### src/rtl/rtc_alarm_pkg.sv
package rtc_alarm_pkg;

    localparam int DATA_W = 32;

    // register byte offsets (software decodes these)
    localparam logic [7:0] OFF_COUNT   = 8'h00;
    localparam logic [7:0] OFF_CMP_A   = 8'h04;
    localparam logic [7:0] OFF_STATUS  = 8'h08;
    localparam logic [7:0] OFF_DIVIDER = 8'h0C;
    localparam logic [7:0] OFF_CMP_B   = 8'h18;
    localparam logic [7:0] OFF_CLKSEL  = 8'h1C;
    localparam logic [7:0] OFF_SCRATCH = 8'h40;

    // event indices inside the flag and enable vectors
    localparam int NUM_EV   = 3;
    localparam int EV_CMP_A = 0;
    localparam int EV_TICK  = 1;
    localparam int EV_CMP_B = 2;

    // bit positions in the status word
    localparam int ST_FLAG_A    = 0;
    localparam int ST_FLAG_TICK = 1;
    localparam int ST_EN_A      = 2;
    localparam int ST_EN_TICK   = 3;
    localparam int ST_FLAG_B    = 4;
    localparam int ST_EN_B      = 6;

    typedef logic [NUM_EV-1:0] ev_vec_t;

    function automatic logic [DATA_W-1:0] pack_status(input ev_vec_t flags, input ev_vec_t en);
        logic [DATA_W-1:0] s;
        s               = '0;
        s[ST_FLAG_A]    = flags[EV_CMP_A];
        s[ST_FLAG_TICK] = flags[EV_TICK];
        s[ST_FLAG_B]    = flags[EV_CMP_B];
        s[ST_EN_A]      = en[EV_CMP_A];
        s[ST_EN_TICK]   = en[EV_TICK];
        s[ST_EN_B]      = en[EV_CMP_B];
        return s;
    endfunction

    function automatic ev_vec_t flag_bits(input logic [DATA_W-1:0] w);
        ev_vec_t v;
        v[EV_CMP_A] = w[ST_FLAG_A];
        v[EV_TICK]  = w[ST_FLAG_TICK];
        v[EV_CMP_B] = w[ST_FLAG_B];
        return v;
    endfunction

    function automatic ev_vec_t enable_bits(input logic [DATA_W-1:0] w);
        ev_vec_t v;
        v[EV_CMP_A] = w[ST_EN_A];
        v[EV_TICK]  = w[ST_EN_TICK];
        v[EV_CMP_B] = w[ST_EN_B];
        return v;
    endfunction

endpackage

### src/rtl/rtc_prescaler.sv
module rtc_prescaler #(
    parameter int DIV_W = 16
) (
    input  logic             clk,
    input  logic             rst_n,
    input  logic [DIV_W-1:0] div_i,
    input  logic             restart_i,
    output logic             tick_o
);
    localparam int PW = DIV_W + 1;

    logic [PW-1:0] pcnt_d, pcnt_q;
    logic [PW-1:0] limit;

    // one tick per 2*(div+1) source cycles
    assign limit  = {div_i, 1'b1};
    assign tick_o = (pcnt_q == limit);

    always_comb begin
        pcnt_d = pcnt_q + 1'b1;
        if (restart_i || tick_o) begin
            pcnt_d = '0;
        end
    end

    always_ff @(posedge clk or negedge rst_n) begin
        if (!rst_n) begin
            pcnt_q <= '0;
        end else begin
            pcnt_q <= pcnt_d;
        end
    end

    assert_no_tick_after_restart_R2: assert property (
        @(posedge clk) disable iff (!rst_n)
        restart_i |=> !tick_o
    ) else $error("tick right after prescaler restart");

endmodule

### src/rtl/rtc_counter.sv
module rtc_counter #(
    parameter int CNT_W = 32
) (
    input  logic             clk,
    input  logic             rst_n,
    input  logic             tick_i,
    input  logic             load_i,
    input  logic [CNT_W-1:0] load_val_i,
    input  logic [CNT_W-1:0] cmp_a_i,
    input  logic [CNT_W-1:0] cmp_b_i,
    output logic [CNT_W-1:0] count_o,
    output logic             hit_a_o,
    output logic             hit_b_o
);
    typedef struct packed {
        logic [CNT_W-1:0] count;
    } cnt_state_t;

    cnt_state_t       st_d, st_q;
    logic [CNT_W-1:0] step_val;
    logic             advance;

    assign step_val = st_q.count + 1'b1;
    assign advance  = tick_i && !load_i;

    always_comb begin
        st_d = st_q;
        if (load_i) begin
            st_d.count = load_val_i;
        end else if (tick_i) begin
            st_d.count = step_val;
        end
    end

    always_ff @(posedge clk or negedge rst_n) begin
        if (!rst_n) begin
            st_q <= '0;
        end else begin
            st_q <= st_d;
        end
    end

    assign count_o = st_q.count;
    assign hit_a_o = advance && (step_val == cmp_a_i);
    assign hit_b_o = advance && (step_val == cmp_b_i);

    assert_count_step_R2: assert property (
        @(posedge clk) disable iff (!rst_n)
        (tick_i && !load_i) |=> count_o == CNT_W'($past(count_o) + 1'b1)
    ) else $error("counter did not step on tick");

    assert_count_hold_R3: assert property (
        @(posedge clk) disable iff (!rst_n)
        (!tick_i && !load_i) |=> $stable(count_o)
    ) else $error("counter moved without tick or load");

    assert_count_wrap_R4: assert property (
        @(posedge clk) disable iff (!rst_n)
        (tick_i && !load_i && (&count_o)) |=> (count_o == '0)
    ) else $error("counter did not wrap to zero");

endmodule

### src/rtl/rtc_event_flags.sv
module rtc_event_flags #(
    parameter int NUM = 3
) (
    input  logic           clk,
    input  logic           rst_n,
    input  logic [NUM-1:0] set_i,
    input  logic [NUM-1:0] clr_i,
    output logic [NUM-1:0] flags_o
);
    logic [NUM-1:0] flags_d, flags_q;

    for (genvar i = 0; i < NUM; i++) begin : g_ev
        // set wins over a same-cycle write-one-to-clear
        always_comb begin
            flags_d[i] = (flags_q[i] && !clr_i[i]) || set_i[i];
        end

        assert_set_wins_R6: assert property (
            @(posedge clk) disable iff (!rst_n)
            set_i[i] |=> flags_o[i]
        ) else $error("event flag set was lost");

        assert_clear_R6: assert property (
            @(posedge clk) disable iff (!rst_n)
            (clr_i[i] && !set_i[i]) |=> !flags_o[i]
        ) else $error("event flag not cleared");
    end

    always_ff @(posedge clk or negedge rst_n) begin
        if (!rst_n) begin
            flags_q <= '0;
        end else begin
            flags_q <= flags_d;
        end
    end

    assign flags_o = flags_q;

endmodule

### src/rtl/rtc_alarm_timer.sv
module rtc_alarm_timer #(
    parameter int ADDR_W = 8,
    parameter int CNT_W  = 32,
    parameter int DIV_W  = 16
) (
    input  logic                              clk,
    input  logic                              rst_n,
    input  logic [ADDR_W-1:0]                 bus_addr_i,
    input  logic                              bus_we_i,
    input  logic [rtc_alarm_pkg::DATA_W-1:0]  bus_wdata_i,
    output logic [rtc_alarm_pkg::DATA_W-1:0]  bus_rdata_o,
    output logic                              irq_o
);
    import rtc_alarm_pkg::*;

    localparam int CLKSEL_W = 2;

    typedef struct packed {
        logic [DIV_W-1:0]    div;
        logic [CNT_W-1:0]    cmp_a;
        logic [CNT_W-1:0]    cmp_b;
        logic [DATA_W-1:0]   scratch;
        logic [CLKSEL_W-1:0] clksel;
        ev_vec_t             en;
        logic                irq;
    } regs_t;

    regs_t            st_d, st_q;
    logic             wr_count, wr_cmp_a, wr_cmp_b, wr_status;
    logic             wr_div, wr_clksel, wr_scratch;
    logic             tick;
    logic             hit_a, hit_b;
    logic [CNT_W-1:0] count;
    ev_vec_t          ev_set, ev_clr, flags;

    // address decode
    always_comb begin
        wr_count   = bus_we_i && (bus_addr_i == ADDR_W'(OFF_COUNT));
        wr_cmp_a   = bus_we_i && (bus_addr_i == ADDR_W'(OFF_CMP_A));
        wr_status  = bus_we_i && (bus_addr_i == ADDR_W'(OFF_STATUS));
        wr_div     = bus_we_i && (bus_addr_i == ADDR_W'(OFF_DIVIDER));
        wr_cmp_b   = bus_we_i && (bus_addr_i == ADDR_W'(OFF_CMP_B));
        wr_clksel  = bus_we_i && (bus_addr_i == ADDR_W'(OFF_CLKSEL));
        wr_scratch = bus_we_i && (bus_addr_i == ADDR_W'(OFF_SCRATCH));
    end

    rtc_prescaler #(.DIV_W(DIV_W)) u_prescaler (
        .clk       (clk),
        .rst_n     (rst_n),
        .div_i     (st_q.div),
        .restart_i (wr_div),
        .tick_o    (tick)
    );

    rtc_counter #(.CNT_W(CNT_W)) u_counter (
        .clk        (clk),
        .rst_n      (rst_n),
        .tick_i     (tick),
        .load_i     (wr_count),
        .load_val_i (CNT_W'(bus_wdata_i)),
        .cmp_a_i    (st_q.cmp_a),
        .cmp_b_i    (st_q.cmp_b),
        .count_o    (count),
        .hit_a_o    (hit_a),
        .hit_b_o    (hit_b)
    );

    always_comb begin
        ev_set           = '0;
        ev_set[EV_CMP_A] = hit_a;
        ev_set[EV_TICK]  = tick;
        ev_set[EV_CMP_B] = hit_b;
        ev_clr           = wr_status ? flag_bits(bus_wdata_i) : '0;
    end

    rtc_event_flags #(.NUM(NUM_EV)) u_flags (
        .clk     (clk),
        .rst_n   (rst_n),
        .set_i   (ev_set),
        .clr_i   (ev_clr),
        .flags_o (flags)
    );

    // next-state for the register file and interrupt
    always_comb begin
        st_d = st_q;
        if (wr_cmp_a)   st_d.cmp_a   = CNT_W'(bus_wdata_i);
        if (wr_cmp_b)   st_d.cmp_b   = CNT_W'(bus_wdata_i);
        if (wr_div)     st_d.div     = DIV_W'(bus_wdata_i);
        if (wr_scratch) st_d.scratch = bus_wdata_i;
        if (wr_clksel)  st_d.clksel  = bus_wdata_i[CLKSEL_W-1:0];
        if (wr_status)  st_d.en      = enable_bits(bus_wdata_i);
        st_d.irq = |(flags & st_q.en);
    end

    always_ff @(posedge clk or negedge rst_n) begin
        if (!rst_n) begin
            st_q <= '0;
        end else begin
            st_q <= st_d;
        end
    end

    // read-back mux
    always_comb begin
        bus_rdata_o = '0;
        if (bus_addr_i == ADDR_W'(OFF_COUNT))   bus_rdata_o = DATA_W'(count);
        if (bus_addr_i == ADDR_W'(OFF_CMP_A))   bus_rdata_o = DATA_W'(st_q.cmp_a);
        if (bus_addr_i == ADDR_W'(OFF_STATUS))  bus_rdata_o = pack_status(flags, st_q.en);
        if (bus_addr_i == ADDR_W'(OFF_DIVIDER)) bus_rdata_o = DATA_W'(st_q.div);
        if (bus_addr_i == ADDR_W'(OFF_CMP_B))   bus_rdata_o = DATA_W'(st_q.cmp_b);
        if (bus_addr_i == ADDR_W'(OFF_CLKSEL))  bus_rdata_o = DATA_W'(st_q.clksel);
        if (bus_addr_i == ADDR_W'(OFF_SCRATCH)) bus_rdata_o = st_q.scratch;
    end

    assign irq_o = st_q.irq;

    assert_irq_raise_R8: assert property (
        @(posedge clk) disable iff (!rst_n)
        (|(flags & st_q.en)) |=> irq_o
    ) else $error("interrupt missing after enabled flag");

    assert_irq_quiet_R8: assert property (
        @(posedge clk) disable iff (!rst_n)
        !(|(flags & st_q.en)) |=> !irq_o
    ) else $error("interrupt without enabled flag");

    assert_scratch_hold_R3: assert property (
        @(posedge clk) disable iff (!rst_n)
        !wr_scratch |=> $stable(st_q.scratch)
    ) else $error("scratch changed without a write");

    assert_clksel_store_R9: assert property (
        @(posedge clk) disable iff (!rst_n)
        wr_clksel |=> st_q.clksel == $past(bus_wdata_i[CLKSEL_W-1:0])
    ) else $error("clock select not stored");

endmodule

### config.mk
export PLATFORM = sky130hd
export DESIGN_NAME = rtc_alarm_timer
export DESIGN_NICKNAME = d
export VERILOG_FILES = /design/src/rtl/rtc_alarm_pkg.sv /design/src/rtl/rtc_prescaler.sv /design/src/rtl/rtc_counter.sv /design/src/rtl/rtc_event_flags.sv /design/src/rtl/rtc_alarm_timer.sv
export SDC_FILE = /design/constraint.sdc
export NUM_CORES = 1
export LEC_CHECK = 0
export ABC_AREA = 1
export BUFFER_PORTS_ARGS = -buffer_cell sky130_fd_sc_hd__buf_2
export CAP_MARGIN = 20
export CORE_UTILIZATION = 55
export CTS_BUF_LIST = sky130_fd_sc_hd__clkbuf_16
export DETAILED_ROUTE_END_ITERATION = 10
export PLACE_DENSITY = 0.74
export SYNTH_ARGS = -nofsm -noshare
export SYNTH_HDL_FRONTEND = slang
export SYNTH_SLANG_ARGS = --single-unit
### constraint.sdc
create_clock -name clk -period 2.35 [get_ports clk]
set_input_delay 0.235 -clock clk [delete_from_list [all_inputs] [get_ports clk]]
set_output_delay 0.235 -clock clk [all_outputs]
set_load 0.02 [all_outputs]
==> impl_results.rst <==
.. list-table::
   :header-rows: 1

   * - Metric
     - Value
   * - Number of routed nets with antenna violations
     - 0
   * - Die Width
     - 138 um
   * - Post-synth design cell area
     - 10100 um2
   * - Number of cells traversed by the worst register-to-register path
     - 15
   * - Worst path slowest cell
     - buf_4
   * - Die Ht
     - 138 um
   * - CP bufs+invs
     - 4
   * - Total power of the final layout
     - 9.12 mW
   * - Xor-xnor portion of the synthesized cell area
     - 0.0318
   * - Main combinational cell family by area after synthesis
     - simple AND/OR/NAND/NOR gates
   * - Number of storage elements in the synthesis netlist
     - 170
   * - Post-synthesis mux area share
     - 0
   * - Synth-to-layout area growth
     - 14.8%
   * - R2r setup slk
     - 140 ps
   * - Critical path start-end classification
     - input port to output pin
   * - Buffer depth of the longest clock path
     - 2
   * - Number of endpoints failing setup at the final stage
     - 0
   * - Endpoint, Worst Hold
     - st_q[4]
   * - Synthesized Nets
     - 1435
   * - DRC violations left
     - 0
   * - Cell depth of the worst min-delay path
     - 3
   * - CTS Buf Count
     - 17
   * - Max_slew headroom
     - 0.579
   * - Worst Path Arrival
     - 2000 ps
   * - Row cnt
     - 49
   * - Avg Synthesized Cell Area
     - 7.30 um2
   * - Number of max-cap violations
     - 0
   * - Accumulated negative setup slack
     - 0 ps
   * - Capture instance of the worst register-to-register path
     - u_flags.flags_o[2]
   * - Series of cell instances along the critical path
     - buf_2 > nor2_1 > nand3_1 > nor2_1 > inv_1 > buf_4 > o32ai_1 > a221o_1 > buf_2
   * - Number of warnings reported in the yosys synthesis log
     - 0
   * - Proportion of synthesized chip area in sequential cells
     - 0.419
   * - Hold Path Class
     - input port to flop
   * - Overall die area
     - 19000 um2
   * - Number of distinct standard cells referenced by the synthesized netlist
     - 44
   * - Worst path max stage delay
     - 280 ps
   * - Number of port buffers
     - 75
   * - Layout net count
     - 1518
   * - Final Routed Wirelength
     - 30.8 mm
   * - Largest fanout on the critical path
     - 10
   * - Post-synthesis adder-cell area fraction
     - 0.00247
   * - Clock latency at the later pin of the worst-skew pair
     - 450 ps
   * - Outcome
     - complete, no violations
   * - Required time reported for the critical path endpoint
     - 2120 ps
   * - Via-per-instance ratio
     - 5.87
   * - HPWL after DPL
     - 22.5 mm
   * - Pin count of the biggest net entering global routing
     - 65
   * - Post-synthesis cell count
     - 1390
   * - Leakage power of the design
     - 5.53 nW
   * - Master cell of the clock root buffer
     - clkbuf_16
   * - Minimum clock period
     - 2230 ps
   * - Clock-pin slew on the worst setup and hold paths
     - 60 ps
   * - TritonRoute pass-1 iters
     - 8
   * - Tightest Pin Transition
     - 632 ps
   * - Simple-gate share of the synthesized area
     - 0.307
   * - Diodes inserted
     - 0
   * - Areal power density over the cells
     - 783 nW/um2
   * - 1st-iter DRT viols
     - 991
   * - Worst Setup Start Kind
     - input port
   * - Residual overflow from global routing
     - 0
   * - Unrepaired setup endpoints after global routing
     - yes
   * - CP endpoint kind
     - output pin
   * - Vias in the first global route
     - 9284
   * - Count of final max-slew check failures
     - 0
   * - Maximum clock skew at final layout
     - 11.9 ps
   * - GRT Total Usage
     - 0.341
   * - Floorplan Core Area
     - 18000 um2
   * - IO Pins
     - 76
   * - Compound-Gate Fraction of Synth Area
     - 0.161
   * - Maximum operating frequency
     - 0.448 GHz
   * - First-pass GRT wire length
     - 48.6 mm
   * - Final worst-path cycle share
     - 0.950
   * - Routed length per instance
     - 18.0 um
   * - Post-layout worst setup margin
     - 117 ps
   * - Post-synthesis async set-or-reset flop share
     - 1.00
   * - Hold Fails Final Rpt
     - 0
   * - Initial core utilization
     - 0.563
   * - Final hold slack
     - 22.3 ps
   * - Worst Hold Launch
     - bus_wdata_i[0]
   * - Share of the core filled with cells
     - 0.646
   * - Initial antenna violation count
     - 0
   * - TritonCTS clock tree
     - yes
   * - Routed via count
     - 10057
   * - Number of enable-type register cells in the synthesized netlist
     - 0
   * - Placer congestion estimate
     - 1.00
   * - Proportion of layout cells with a drive suffix above 1
     - 0.137
   * - Clk sinks
     - 170
   * - R2r startpoint
     - u_counter.count_o[1]
   * - Dominant synthesized flop cell
     - dfrtp_1
   * - Worst slack at placement
     - -9.28 ps
   * - # fillers
     - 1614
   * - H-tree level count
     - 4
   * - Largest voltage drop on the vdd net
     - 0.742 mV
   * - Gate family responsible for the most delay along the worst path
     - buffers and inverters
==> tightest hold or removal path: stages <==
cell	delay, ps
buf_2	80
nand2_1	40
o21ai_0	60
==> layout make-up <==
class / instances / area, um2 / area share
clock buffers: 17 / 425 / 0.0365
clock inverters: 14 / 158 / 0.0135
inverters: 158 / 597 / 0.0512
multi-input cells: 1014 / 5170 / 0.444
flip-flops and latches: 170 / 4260 / 0.366
well taps: 229 / 287 / 0.0246
repair buffers: 112 / 749 / 0.0643
==> state kept, by name (all words and copies together) (netlist names) <==
| name | cells |
|---|---|
| st_q | 117 |
| u_counter.count_o | 32 |
| u_prescaler.pcnt_q | 17 |
| u_flags.flags_o | 3 |
| irq_o | 1 |
==> where the power goes <==
group          switching (mW)  total (mW)  internal [mW]
sequential              0.437        3.72           3.28
combinational            1.57        2.54          0.966
clock                    1.21        2.86           1.65
total                    3.22        9.12           5.90
==> Yosys cell counts (all sizes together), types with 7 or more instances <==
| cell | number | area, um2 |
|---|---|---|
| clkbuf | 33 | 124 |
| nor3 | 9 | 60.1 |
| nand4 | 12 | 81.3 |
| nand3b | 13 | 97.6 |
| nand2 | 471 | 1830 |
| buf | 15 | 78.8 |
| o211ai | 13 | 97.6 |
| inv | 156 | 586 |
| a21oi | 34 | 170 |
| o32ai | 14 | 123 |
| o221ai | 29 | 254 |
| xnor2 | 7 | 61.3 |
| nand3 | 85 | 440 |
| nor2 | 119 | 533 |
| a221o | 17 | 170 |
| xor2 | 17 | 149 |
| dfrtp | 170 | 4250 |
| o21ai | 142 | 711 |
==> cell usage in the layout, fill, tap and decap left out, drive strengths merged, types with 2 or more instances in the layout <==
cell | Yosys | routed
clkbuf | 33 | 17
bufinv | 0 | 3
o22ai | 4 | 4
a21oi | 34 | 34
o2111ai | 2 | 2
xnor2 | 7 | 7
o32ai | 14 | 14
clkinvlp | 0 | 3
a32o | 2 | 2
o21ai | 142 | 142
xor2 | 17 | 17
nor4 | 3 | 3
xnor3 | 5 | 5
a221o | 17 | 17
nand3b | 13 | 13
inv | 156 | 156
nand3 | 85 | 85
nor3b | 5 | 5
clkinv | 2 | 10
nand2 | 471 | 471
nand4 | 12 | 12
o211ai | 13 | 13
dfrtp | 170 | 170
nor3 | 9 | 9
o221ai | 29 | 29
a211oi | 4 | 4
buf | 15 | 111
ha | 2 | 2
nor2 | 119 | 119
==> through the flow <==
step / area (um2) / cells
2_1_floorplan: 10100 / 1390
3_3_place_gp: 11000 / 1682
3_5_place_dp: 11000 / 1682
4_1_cts: 11600 / 1714
5_1_grt: 11600 / 1714
6_report: 11600 / 1714
==> what timing repair did <==
item,4_1_cts,5_1_grt
setup buffers,0,0
resized for setup,0,23
endpoints found under the hold margin,44,0
setup endpoints to repair,1,6
hold buffers,1,0
pin swaps,1,3
cloned,0,0
==> routing by layer <==
| metal | track usage | up-vias | routed length, um |
|---|---|---|---|
| li1 | - | 4756 | - |
| met1 | 0.475 | 4771 | 13400 |
| met2 | 0.527 | 459 | 13900 |
| met3 | 0.0655 | 71 | 2570 |
| met4 | 0.127 | 0 | 887 |
| met5 | 0 | - | 0 |
==> worst max-delay path by stage <==
stage	end	slack (ps)	depth (start not counted)	start
finish	bus_rdata_o[26]	120	9	bus_addr_i[5]
global route	u_flags.flags_o[2]	-30	15	u_counter.count_o[1]
CTS	u_flags.flags_o[2]	9	15	u_counter.count_o[0]
detailed placement	u_flags.flags_o[2]	-9	15	u_counter.count_o[0]
global placement	u_flags.flags_o[2]	40	15	u_counter.count_o[0]
floorplan	bus_rdata_o[3]	430	8	bus_addr_i[5]
==> kinds of logic (layout without fill, tap and decap cells) <==
logic type	Yosys count	in the layout
DFF	170	170
and+or+nand+nor	720	720
buffers and inverters	206	301
xor gates and xnor gates	29	29
AOI/OAI and AO/OA	263	263
adders and majority gates	2	2
Power figures use the tool's default switching activity.
